**src/rtl/novmon_pkg.sv**
```systemverilog
// Package: shared default sizes for the novelty monitor.
// Assumes: groups are equal width and cover the state vector exactly.
package novmon_pkg;
    localparam int unsigned GROUP_W_DEF    = 4;
    localparam int unsigned NUM_GROUPS_DEF = 4;
    localparam int unsigned SCORE_W_DEF    = 16;
endpackage

```
**src/rtl/nov_group_tracker.sv**
```systemverilog
// Module: visited bitmap for one state group.
// It flags a valid value that the group has never held, and marks that
// value as visited on the same edge. Assumes the caller gates clear
// priority, and that clear wins over a sample.
module nov_group_tracker #(
    parameter int unsigned GROUP_W = 4,
    localparam int unsigned DEPTH  = 1 << GROUP_W
) (
    input  logic               clk,
    input  logic               rst_n,
    input  logic               clr,
    input  logic               vld,
    input  logic [GROUP_W-1:0] val,
    output logic               is_new
);
    logic [DEPTH-1:0] seen_q;

    // Purpose: a valid value whose visited bit is clear is new.
    always_comb begin
        is_new = vld && !seen_q[val];
    end

    // Purpose: empty the bitmap on reset or clear, else mark sampled values.
    always_ff @(posedge clk) begin
        if (!rst_n || clr) begin
            seen_q <= '0;
        end else if (vld) begin
            seen_q[val] <= 1'b1;
        end
    end

    // a sampled value is marked visited right after its edge
    p_mark_visited_r5: assert property (@(posedge clk) disable iff (!rst_n)
        (vld && !clr) |=> seen_q[$past(val)]);

    // clear leaves an empty bitmap
    p_clear_empties_r9: assert property (@(posedge clk) disable iff (!rst_n)
        clr |=> (seen_q == '0));
endmodule

```
**src/rtl/nov_tally.sv**
```systemverilog
// Module: counts the set bits in a flag vector.
// Assumes NUM fits in the output width given by $clog2(NUM+1).
module nov_tally #(
    parameter int unsigned NUM = 4,
    localparam int unsigned CW = $clog2(NUM + 1)
) (
    input  logic [NUM-1:0] flags,
    output logic [CW-1:0]  total
);
    // Purpose: add up the flags one by one.
    always_comb begin
        total = '0;
        for (int i = 0; i < NUM; i++) begin
            total = total + CW'(flags[i]);
        end
    end
endmodule

```
**src/rtl/nov_score.sv**
```systemverilog
// Module: saturating counter of novel samples.
// Assumes inc is already qualified by sample valid; clear wins over inc.
module nov_score #(
    parameter int unsigned SCORE_W = 16
) (
    input  logic               clk,
    input  logic               rst_n,
    input  logic               clr,
    input  logic               inc,
    output logic [SCORE_W-1:0] cnt
);
    localparam logic [SCORE_W-1:0] TOP = '1;

    // Purpose: zero on reset or clear, else step up until the top value.
    always_ff @(posedge clk) begin
        if (!rst_n || clr) begin
            cnt <= '0;
        end else if (inc && (cnt != TOP)) begin
            cnt <= cnt + 1'b1;
        end
    end

    // the count only ever moves by one, or to zero on clear
    p_single_step_r6: assert property (@(posedge clk) disable iff (!rst_n)
        (!$past(clr) && (cnt != $past(cnt))) |-> (cnt == $past(cnt) + 1'b1));

    // a saturated count holds until clear
    p_no_overflow_r7: assert property (@(posedge clk) disable iff (!rst_n)
        ((cnt == TOP) && !clr) |=> (cnt == TOP));
endmodule

```
**src/rtl/state_novelty_monitor.sv**
```systemverilog
// Module: top of the state-partition novelty monitor.
// It splits the state into NUM_GROUPS groups of GROUP_W bits, judges each
// against its own visited bitmap, and reports the number of new groups, a
// novelty flag and a saturating score. Assumes clear has priority over a
// sample and that only fault-free state is presented.
module state_novelty_monitor
    import novmon_pkg::*;
#(
    parameter int unsigned GROUP_W    = GROUP_W_DEF,
    parameter int unsigned NUM_GROUPS = NUM_GROUPS_DEF,
    parameter int unsigned SCORE_W    = SCORE_W_DEF,
    localparam int unsigned STATE_W   = GROUP_W * NUM_GROUPS,
    localparam int unsigned GCNT_W    = $clog2(NUM_GROUPS + 1)
) (
    input  logic               clk,
    input  logic               rst_n,
    input  logic               clear,
    input  logic               sample_vld,
    input  logic [STATE_W-1:0] state_vec,
    output logic               novel,
    output logic [GCNT_W-1:0]  new_groups,
    output logic [SCORE_W-1:0] new_state_cnt
);
    logic [NUM_GROUPS-1:0] hit_new;
    logic [GCNT_W-1:0]     hit_total;
    logic                  any_new;

    // One visited bitmap per group slice.
    for (genvar g = 0; g < NUM_GROUPS; g++) begin : g_grp
        nov_group_tracker #(.GROUP_W(GROUP_W)) u_trk (
            .clk    (clk),
            .rst_n  (rst_n),
            .clr    (clear),
            .vld    (sample_vld),
            .val    (state_vec[g*GROUP_W +: GROUP_W]),
            .is_new (hit_new[g])
        );
    end

    nov_tally #(.NUM(NUM_GROUPS)) u_tally (
        .flags (hit_new),
        .total (hit_total)
    );

    // Purpose: a sample is novel when any group saw a fresh value.
    always_comb begin
        any_new = |hit_new;
    end

    nov_score #(.SCORE_W(SCORE_W)) u_score (
        .clk   (clk),
        .rst_n (rst_n),
        .clr   (clear),
        .inc   (any_new),
        .cnt   (new_state_cnt)
    );

    // Purpose: register the per-sample results, quiet when idle or cleared.
    always_ff @(posedge clk) begin
        if (!rst_n || clear || !sample_vld) begin
            novel      <= 1'b0;
            new_groups <= '0;
        end else begin
            novel      <= any_new;
            new_groups <= hit_total;
        end
    end

    // never more new groups than groups
    p_group_bound_r3: assert property (@(posedge clk) disable iff (!rst_n)
        new_groups <= GCNT_W'(NUM_GROUPS));

    // flag agrees with the group count
    p_flag_matches_r4: assert property (@(posedge clk) disable iff (!rst_n)
        novel == (new_groups != '0));

    // the same state sampled twice in a row is not new the second time
    p_repeat_quiet_r5: assert property (@(posedge clk) disable iff (!rst_n)
        (sample_vld && !clear && $past(sample_vld) && !$past(clear)
         && (state_vec == $past(state_vec))) |=> !novel);

    // a novel sample below the top bumps the score by one
    p_score_follows_r6: assert property (@(posedge clk) disable iff (!rst_n)
        (novel && ($past(new_state_cnt) != '1))
        |-> (new_state_cnt == $past(new_state_cnt) + 1'b1));

    // an idle cycle leaves quiet outputs and a steady score
    p_idle_quiet_r8: assert property (@(posedge clk) disable iff (!rst_n)
        (!sample_vld && !clear) |=> (!novel && (new_groups == '0) && $stable(new_state_cnt)));
endmodule

```
**config.mk**
```make
export PLATFORM = sky130hd
export DESIGN_NAME = state_novelty_monitor
export DESIGN_NICKNAME = d
export VERILOG_FILES = /design/src/rtl/novmon_pkg.sv /design/src/rtl/nov_group_tracker.sv /design/src/rtl/nov_tally.sv /design/src/rtl/nov_score.sv /design/src/rtl/state_novelty_monitor.sv
export SDC_FILE = /design/constraint.sdc
export NUM_CORES = 1
export LEC_CHECK = 0
export BUFFER_PORTS_ARGS = -buffer_cell sky130_fd_sc_hd__buf_2
export CORE_MARGIN = 2
export CORE_UTILIZATION = 52
export DETAILED_ROUTE_END_ITERATION = 8
export GPL_TIMING_DRIVEN = 1
export PLACE_DENSITY = 0.75
export SYNTH_ARGS = -nofsm -noshare
export SYNTH_HDL_FRONTEND = slang
export SYNTH_HIERARCHICAL = 1
export SYNTH_SLANG_ARGS = --single-unit
```
**constraint.sdc**
```tcl
create_clock -name clk -period 2.5 [get_ports clk]
set_clock_uncertainty 0.1 [all_clocks]
set_input_delay 0.125 -clock clk [delete_from_list [all_inputs] [get_ports clk]]
set_output_delay 0.125 -clock clk [all_outputs]
set_load 0.01 [all_outputs]
```
==> impl_metrics.toml, run 1 <==
[critical_path]
end_kind = "flip-flop"
critPathArrivalTime_ns = 2.61
crit_chain = "mux4_2 > a22oi_2 > and4_1 > or4_4 > and4_1 > nand4_4 > o31a_1 > o21a_1"
critPathMostFrequentCell = "and4_1"
critPathLaunchType = "flip-flop"
cp_slowest_stage_delay_ns = 0.47
regToRegSetupSlack_ns = 0.03
critPathRequiredTime_ns = 2.64
crit_type = "reg -> reg"
crit_fanout = 7
slowest_stage = "mux4_2"

[drt]
firstDrtPassIters = 6
drcViolationCount = 0
drt-vias-per-instance = 5.64
vias = 3018
wl_per_cell_um = 14.5
routed_wl_mm = 7.77
postRouteAntennaNets = 0
drt_iter0_drc = 169

[yosys]
yosysWarnings = 6
async_reset_ff_share_pct = 0
synth_top_family_by_area = "simple AND/OR/NAND/NOR gates"
ys_seq_area_share_pct = 45.3
synth_compound_area_share_pct = 15.2
muxShareOfSynthArea_pct = 10.5
synth-seq-cells = 84
synth_edf_count = 0
synthCells = 383
yosys.area_share.simple_pct = 24.3
synth_flop_cell = "dfxtp_1"
synthAdderAreaFrac_pct = 1.55
synth_area_sq_um = 3710
synthXorXnorAreaFrac_pct = 0.236
syn_nets = 407
syn_avg_cell_area_sq_um = 9.69
ys_types = 44

[sta]
holdWs_ns = 0.0251
setup_viol = 0
worstMarginPinSlew_ns = 0.775
rsz0062_at_grt = "true"
fin_crit_sh_pct = 98.7
fmax_mhz = 405
max_slew_margin_pct = 48.2
slew_violations = 0
finalHoldViolations = 0
fin_crit_ns = 2.47

[cells_and_area]
antenna_cells = 0
layout_common_cells = "dfxtp_1 (82), nor2_1 (71), a21oi_1 (65)"
fillers = 567
multi_input_area_sq_um = 1980
instances_no_fill = 535
final_common_cell = "dfxtp_1"
fin_util_pct = 63.4
drive_above_1_share_pct = 26.9
area_growth_pct = 17.3
fin_area_sq_um = 4350
seq_area_sq_um = 1680
fin_nets = 459

[die]
start_util_pct = 54.0
core-area_sq_um = 6870
die-area_sq_um = 7830
num_io_pins = 40
std_cell_rows = 30
die_h_um = 88.5
die_x_um = 88.5

[min_path]
min_path_type = "in -> reg"

[cts]
cts.sink_count = 84
root_buffer = "clkbuf_8"
ctsHtreeMaxLevel = 3
clkLatencyLatePin_ns = 0.34
clockBufferDepth = 2
clkTransAtPathRegs_ns = 0.08
cts_tree = "done"
cts_buffers = 9

[global_route]
grt_pass1_vias = 2737
grt_pass1_wl_mm = 12.6
grt_max_degree = 17
antenna_found_initial = 0
grt_overflow = 0
track_usage_pct = 20.5

[placement]
place_inst = 519
hpwl_mm = 5.59
gp_congestion = 0.905
portBuffers = 39
placed_cell_area_sq_um = 4080

[power_and_ir_drop]
p_leak_nw = 1.70
p_per_area_nw_per_um2 = 589
max-vdd-ir-drop_mv = 0.338

[flow_run]
max_cap_violations = 0

[run_status]
status = "finished clean"
## synth_stat cells (6+ instances only)
cell	n	area (sq um)
dfxtp_1	84	1680
nor2_1	71	267
a21oi_1	66	330
clkbuf_1	15	56.3
nand2_1	15	56.3
and2_1	10	62.6
a31oi_1	8	50.1
and3b_2	8	80.1
and4_1	8	70.1
mux4_1	8	210
mux4_2	8	180
nor2b_1	8	50.1
nand3_1	6	30.0
## registers in the layout, indices dropped and copies added, names as in the netlist
name and count:
g_grp.u_trk/seen_q 64, new_groups 3, novel 1, u_score/cnt 16
## cells by family after synthesis
| group | count (synthesis) |
|---|---|
| compound gates | 98 |
| xor+xnor | 1 |
| fa+ha+maj | 4 |
| buf+inv | 20 |
| flops | 84 |
| mux | 16 |
| simple gates | 160 |
## power breakdown
group / leakage (nW) / internal [W] / switching (W)
registers: 0.679 / 0.00135 / 0.00000798
clock network: 0.102 / 0.000558 / 0.000457
logic: 0.924 / 0.0000805 / 0.000109
total: 1.70 / 0.00199 / 0.000574
## layout make-up
type / instances / share of cell area [%]
Multi-Input combinational cell: 279 / 45.5
Sequential cell: 84 / 38.7
Timing Repair Buffer: 60 / 8.11
Clock buffer: 9 / 2.85
Tap cell: 96 / 2.76
Clock inverter: 6 / 2.04
Inverter: 1 / 0.0862
## path summary, 6_finish.rpt
| kind | cells after the start | end | start |
|---|---|---|---|
| worst max register to register | 8 | u_score/cnt[12] | g_grp[0].u_trk/seen_q[4] |
| worst min-delay path | 3 | g_grp[3].u_trk/seen_q[13] | state_vec[15] |
| worst max-delay path | 8 | u_score/cnt[12] | g_grp[0].u_trk/seen_q[4] |
| worst min register to register | 2 | g_grp[2].u_trk/seen_q[2] | g_grp[2].u_trk/seen_q[2] |
## routing by layer
metal / share of wire, % / GRT usage [%] / wire length [um] / vias to the layer above
li1: - / - / - / 1513
met1: 47 / 27.9 / 3660 / 1426
met4: 1.3 / 9.09 / 102 / 0
met5: 0 / 0 / 0 / -
met3: 3.7 / 3.36 / 290 / 9
met2: 48 / 32.6 / 3720 / 70
## worst max-delay path: cells and delay by family (launching register included)
family | cells | cell delay [ns]
and+or+nand+nor | 4 | 0.84
DFF | 1 | 0.33
AOI/OAI and AO/OA | 3 | 0.62
muxes | 1 | 0.47
## metrics by stage
step / setup WS [ns] / total power, W / TNS, ns
after detailed placement: -0.127 / 0.00157 / -0.391
after global routing: -0.0361 / 0.00266 / -0.144
after global placement: -0.0497 / 0.00157 / -0.0539
after floorplan: 0.0898 / 0.00151 / 0
after CTS: 0.00312 / 0.00258 / 0
final: 0.0323 / 0.00256 / 0
## repair_timing
item                                    in CTS  in global routing
pin swaps                                    2                  4
setup buffers                                0                  1
resized for setup                            1                 13
endpoints found under the setup margin       4                 10
hold buffers                                 0                  0
Power figures use the tool's default switching activity.
==> run 2, diff against run 1 <==
--- a/config.mk
+++ b/config.mk
@@ -7,10 +7,10 @@
 export LEC_CHECK = 0
 export BUFFER_PORTS_ARGS = -buffer_cell sky130_fd_sc_hd__buf_2
 export CORE_MARGIN = 2
-export CORE_UTILIZATION = 52
+export CORE_UTILIZATION = 58
 export DETAILED_ROUTE_END_ITERATION = 8
 export GPL_TIMING_DRIVEN = 1
-export PLACE_DENSITY = 0.75
+export PLACE_DENSITY = 0.79
 export SYNTH_ARGS = -nofsm -noshare
 export SYNTH_HDL_FRONTEND = slang
 export SYNTH_HIERARCHICAL = 1
==> constraint.sdc (replaced) <==
create_clock -name clk -period 2.62 [get_ports clk]
set_clock_uncertainty 0.1 [all_clocks]
set_input_delay 0.131 -clock clk [delete_from_list [all_inputs] [get_ports clk]]
set_output_delay 0.131 -clock clk [all_outputs]
set_load 0.01 [all_outputs]
==> run 2 against run 1 <==
  * Global-route usage grew 3.1 points
  * Combinational power shrank 8%
  * Register-to-register slack gained 0.07 ns
  * Cell count shrank 5.2%
  * Critical path type unchanged
  * Die area is 9.9% lower
  * Total power fell by 2.3%
  * Worst hold slack improved by 0.0098 ns
  * Sequential cell count is the same
  * Sequential power down 4%
  * Design area fell by 2.3%
  * Utilization grew 4.4 points
==> impl_metrics.toml, run 2 (same netlist as run 1, synthesis figures left out) <==
[run_status]
status = "finished clean"

[sta]
holdWs_ns = 0.0350
finalHoldViolations = 0
worstMarginPinSlew_ns = 0.762
fmax_mhz = 398
fin_crit_ns = 2.51
setup_viol = 0
fin_crit_sh_pct = 95.9
rsz0062_at_grt = "false"
slew_violations = 0
max_slew_margin_pct = 49.1

[cells_and_area]
fin_area_sq_um = 4250
fin_nets = 449
final_common_cell = "dfxtp_1"
top_register = "g_grp.u_trk/seen_q"
area_growth_pct = 14.6
layout_common_cells = "dfxtp_1 (84), nor2_1 (71), a21oi_1 (66)"
top_regs = "g_grp.u_trk/seen_q (64), u_score/cnt (16), new_groups (3)"
largest_reg_flops = 64
antenna_cells = 0
drive_above_1_share_pct = 23.5

[die]
num_io_pins = 40
start_util_pct = 59.1
die_x_um = 84.0
die_h_um = 84.0
core-area_sq_um = 6280
die-area_sq_um = 7050
std_cell_rows = 29

[cts]
clockBufferDepth = 2
cts_buffers = 9
ctsHtreeMaxLevel = 3
cts_tree = "done"
clkTransAtPathRegs_ns = 0.08
hold_buffers = 0
cts.sink_count = 84
clkLatencyLatePin_ns = 0.35
root_buffer = "clkbuf_8"

[drt]
drcViolationCount = 0
drt_iter0_drc = 121
postRouteAntennaNets = 0
wl_per_cell_um = 15.7
drt-vias-per-instance = 6.08
firstDrtPassIters = 4
vias = 3084
routed_wl_mm = 7.97

[critical_path]
r2r_start = "g_grp[0].u_trk/seen_q[7]"
end_kind = "flip-flop"
critPathLaunchType = "flip-flop"
crit_fanout = 2
startpoint = "g_grp[0].u_trk/seen_q[7]"
critPathArrivalTime_ns = 2.67
critPathRequiredTime_ns = 2.77
crit_type = "reg -> reg"

[power_and_ir_drop]
p_per_area_nw_per_um2 = 589
p_leak_nw = 1.67
max-vdd-ir-drop_mv = 0.451

[global_route]
antenna_found_initial = 0
grt_overflow = 0
grt_max_degree = 22
grt_pass1_wl_mm = 13.6
grt_pass1_vias = 2989
track_usage_pct = 23.7

[flow_run]
max_cap_violations = 0

[placement]
portBuffers = 39
placed_cell_area_sq_um = 3970
hpwl_mm = 5.51
gp_congestion = 0.811

[min_path]
min_path_type = "in -> reg"
worstHoldStart = "state_vec[15]"
==> run 2: cell types whose count changed in the layout (fill, tap and decap cells not counted), sizes merged <==
cell,before,now
buf,60,50
clkbuf,9,13
inv,2,1
clkinvlp,2,0
==> run 2: final timing paths <==
kind	endpoint	cells past startpoint	slack [ns]
max	new_groups[1]	8	0.11
min	g_grp[3].u_trk/seen_q[15]	3	0.03
max reg2reg	new_groups[1]	8	0.11
min reg2reg	g_grp[1].u_trk/seen_q[1]	2	0.36
==> run 2: area by class of cell <==
| class | instances | area, sq um |
|---|---|---|
| clock buffers | 13 | 159 |
| clock inverters | 3 | 68.8 |
| fillers | 500 | 2030 |
| inverters | 1 | 3.75 |
| multi-input cells | 279 | 1960 |
| flip-flops and latches | 84 | 1680 |
| well taps | 77 | 96.3 |
| repair buffers | 50 | 278 |
==> run 2: worst max-delay path: stages (launching register included) <==
cell	delay (ns)
dfxtp_1	0.32
mux4_2	0.49
a22oi_2	0.17
and4_1	0.23
buf_4	0.11
ha_1	0.23
fa_1	0.36
ha_1	0.27
and2_1	0.13
==> run 2: what timing repair did <==
item,CTS,global route
buffers inserted,0,2
gates resized for setup,0,8
setup endpoints to repair,0,8
==> run 2: metrics by stage <==
stage,utilization (%),setup TNS (ns),worst slack (ns),power [W],instances
floorplan,-,0,0.210,0.00144,383
global placement,63.2,0,0.0397,0.00149,489
detailed placement,63.2,-0.0387,-0.0387,0.00149,489
CTS,66.9,0,0.0134,0.00251,505
global route,67.7,0,0.0109,0.00259,507
finish,67.7,0,0.106,0.00250,507
==> run 2: where the power goes <==
group	internal [W]	switching (W)
registers	0.00129	0.00000760
logic	0.0000703	0.000105
clock network	0.000592	0.000440
==> run 2: metal layers <==
layer | up-vias | global-route usage, % | share of wire [%]
li1 | 1495 | - | -
met1 | 1493 | 30.5 | 45
met2 | 88 | 38.8 | 49
met3 | 8 | 4.25 | 4.7
met4 | 0 | 10.9 | 1.5
met5 | - | 0 | 0
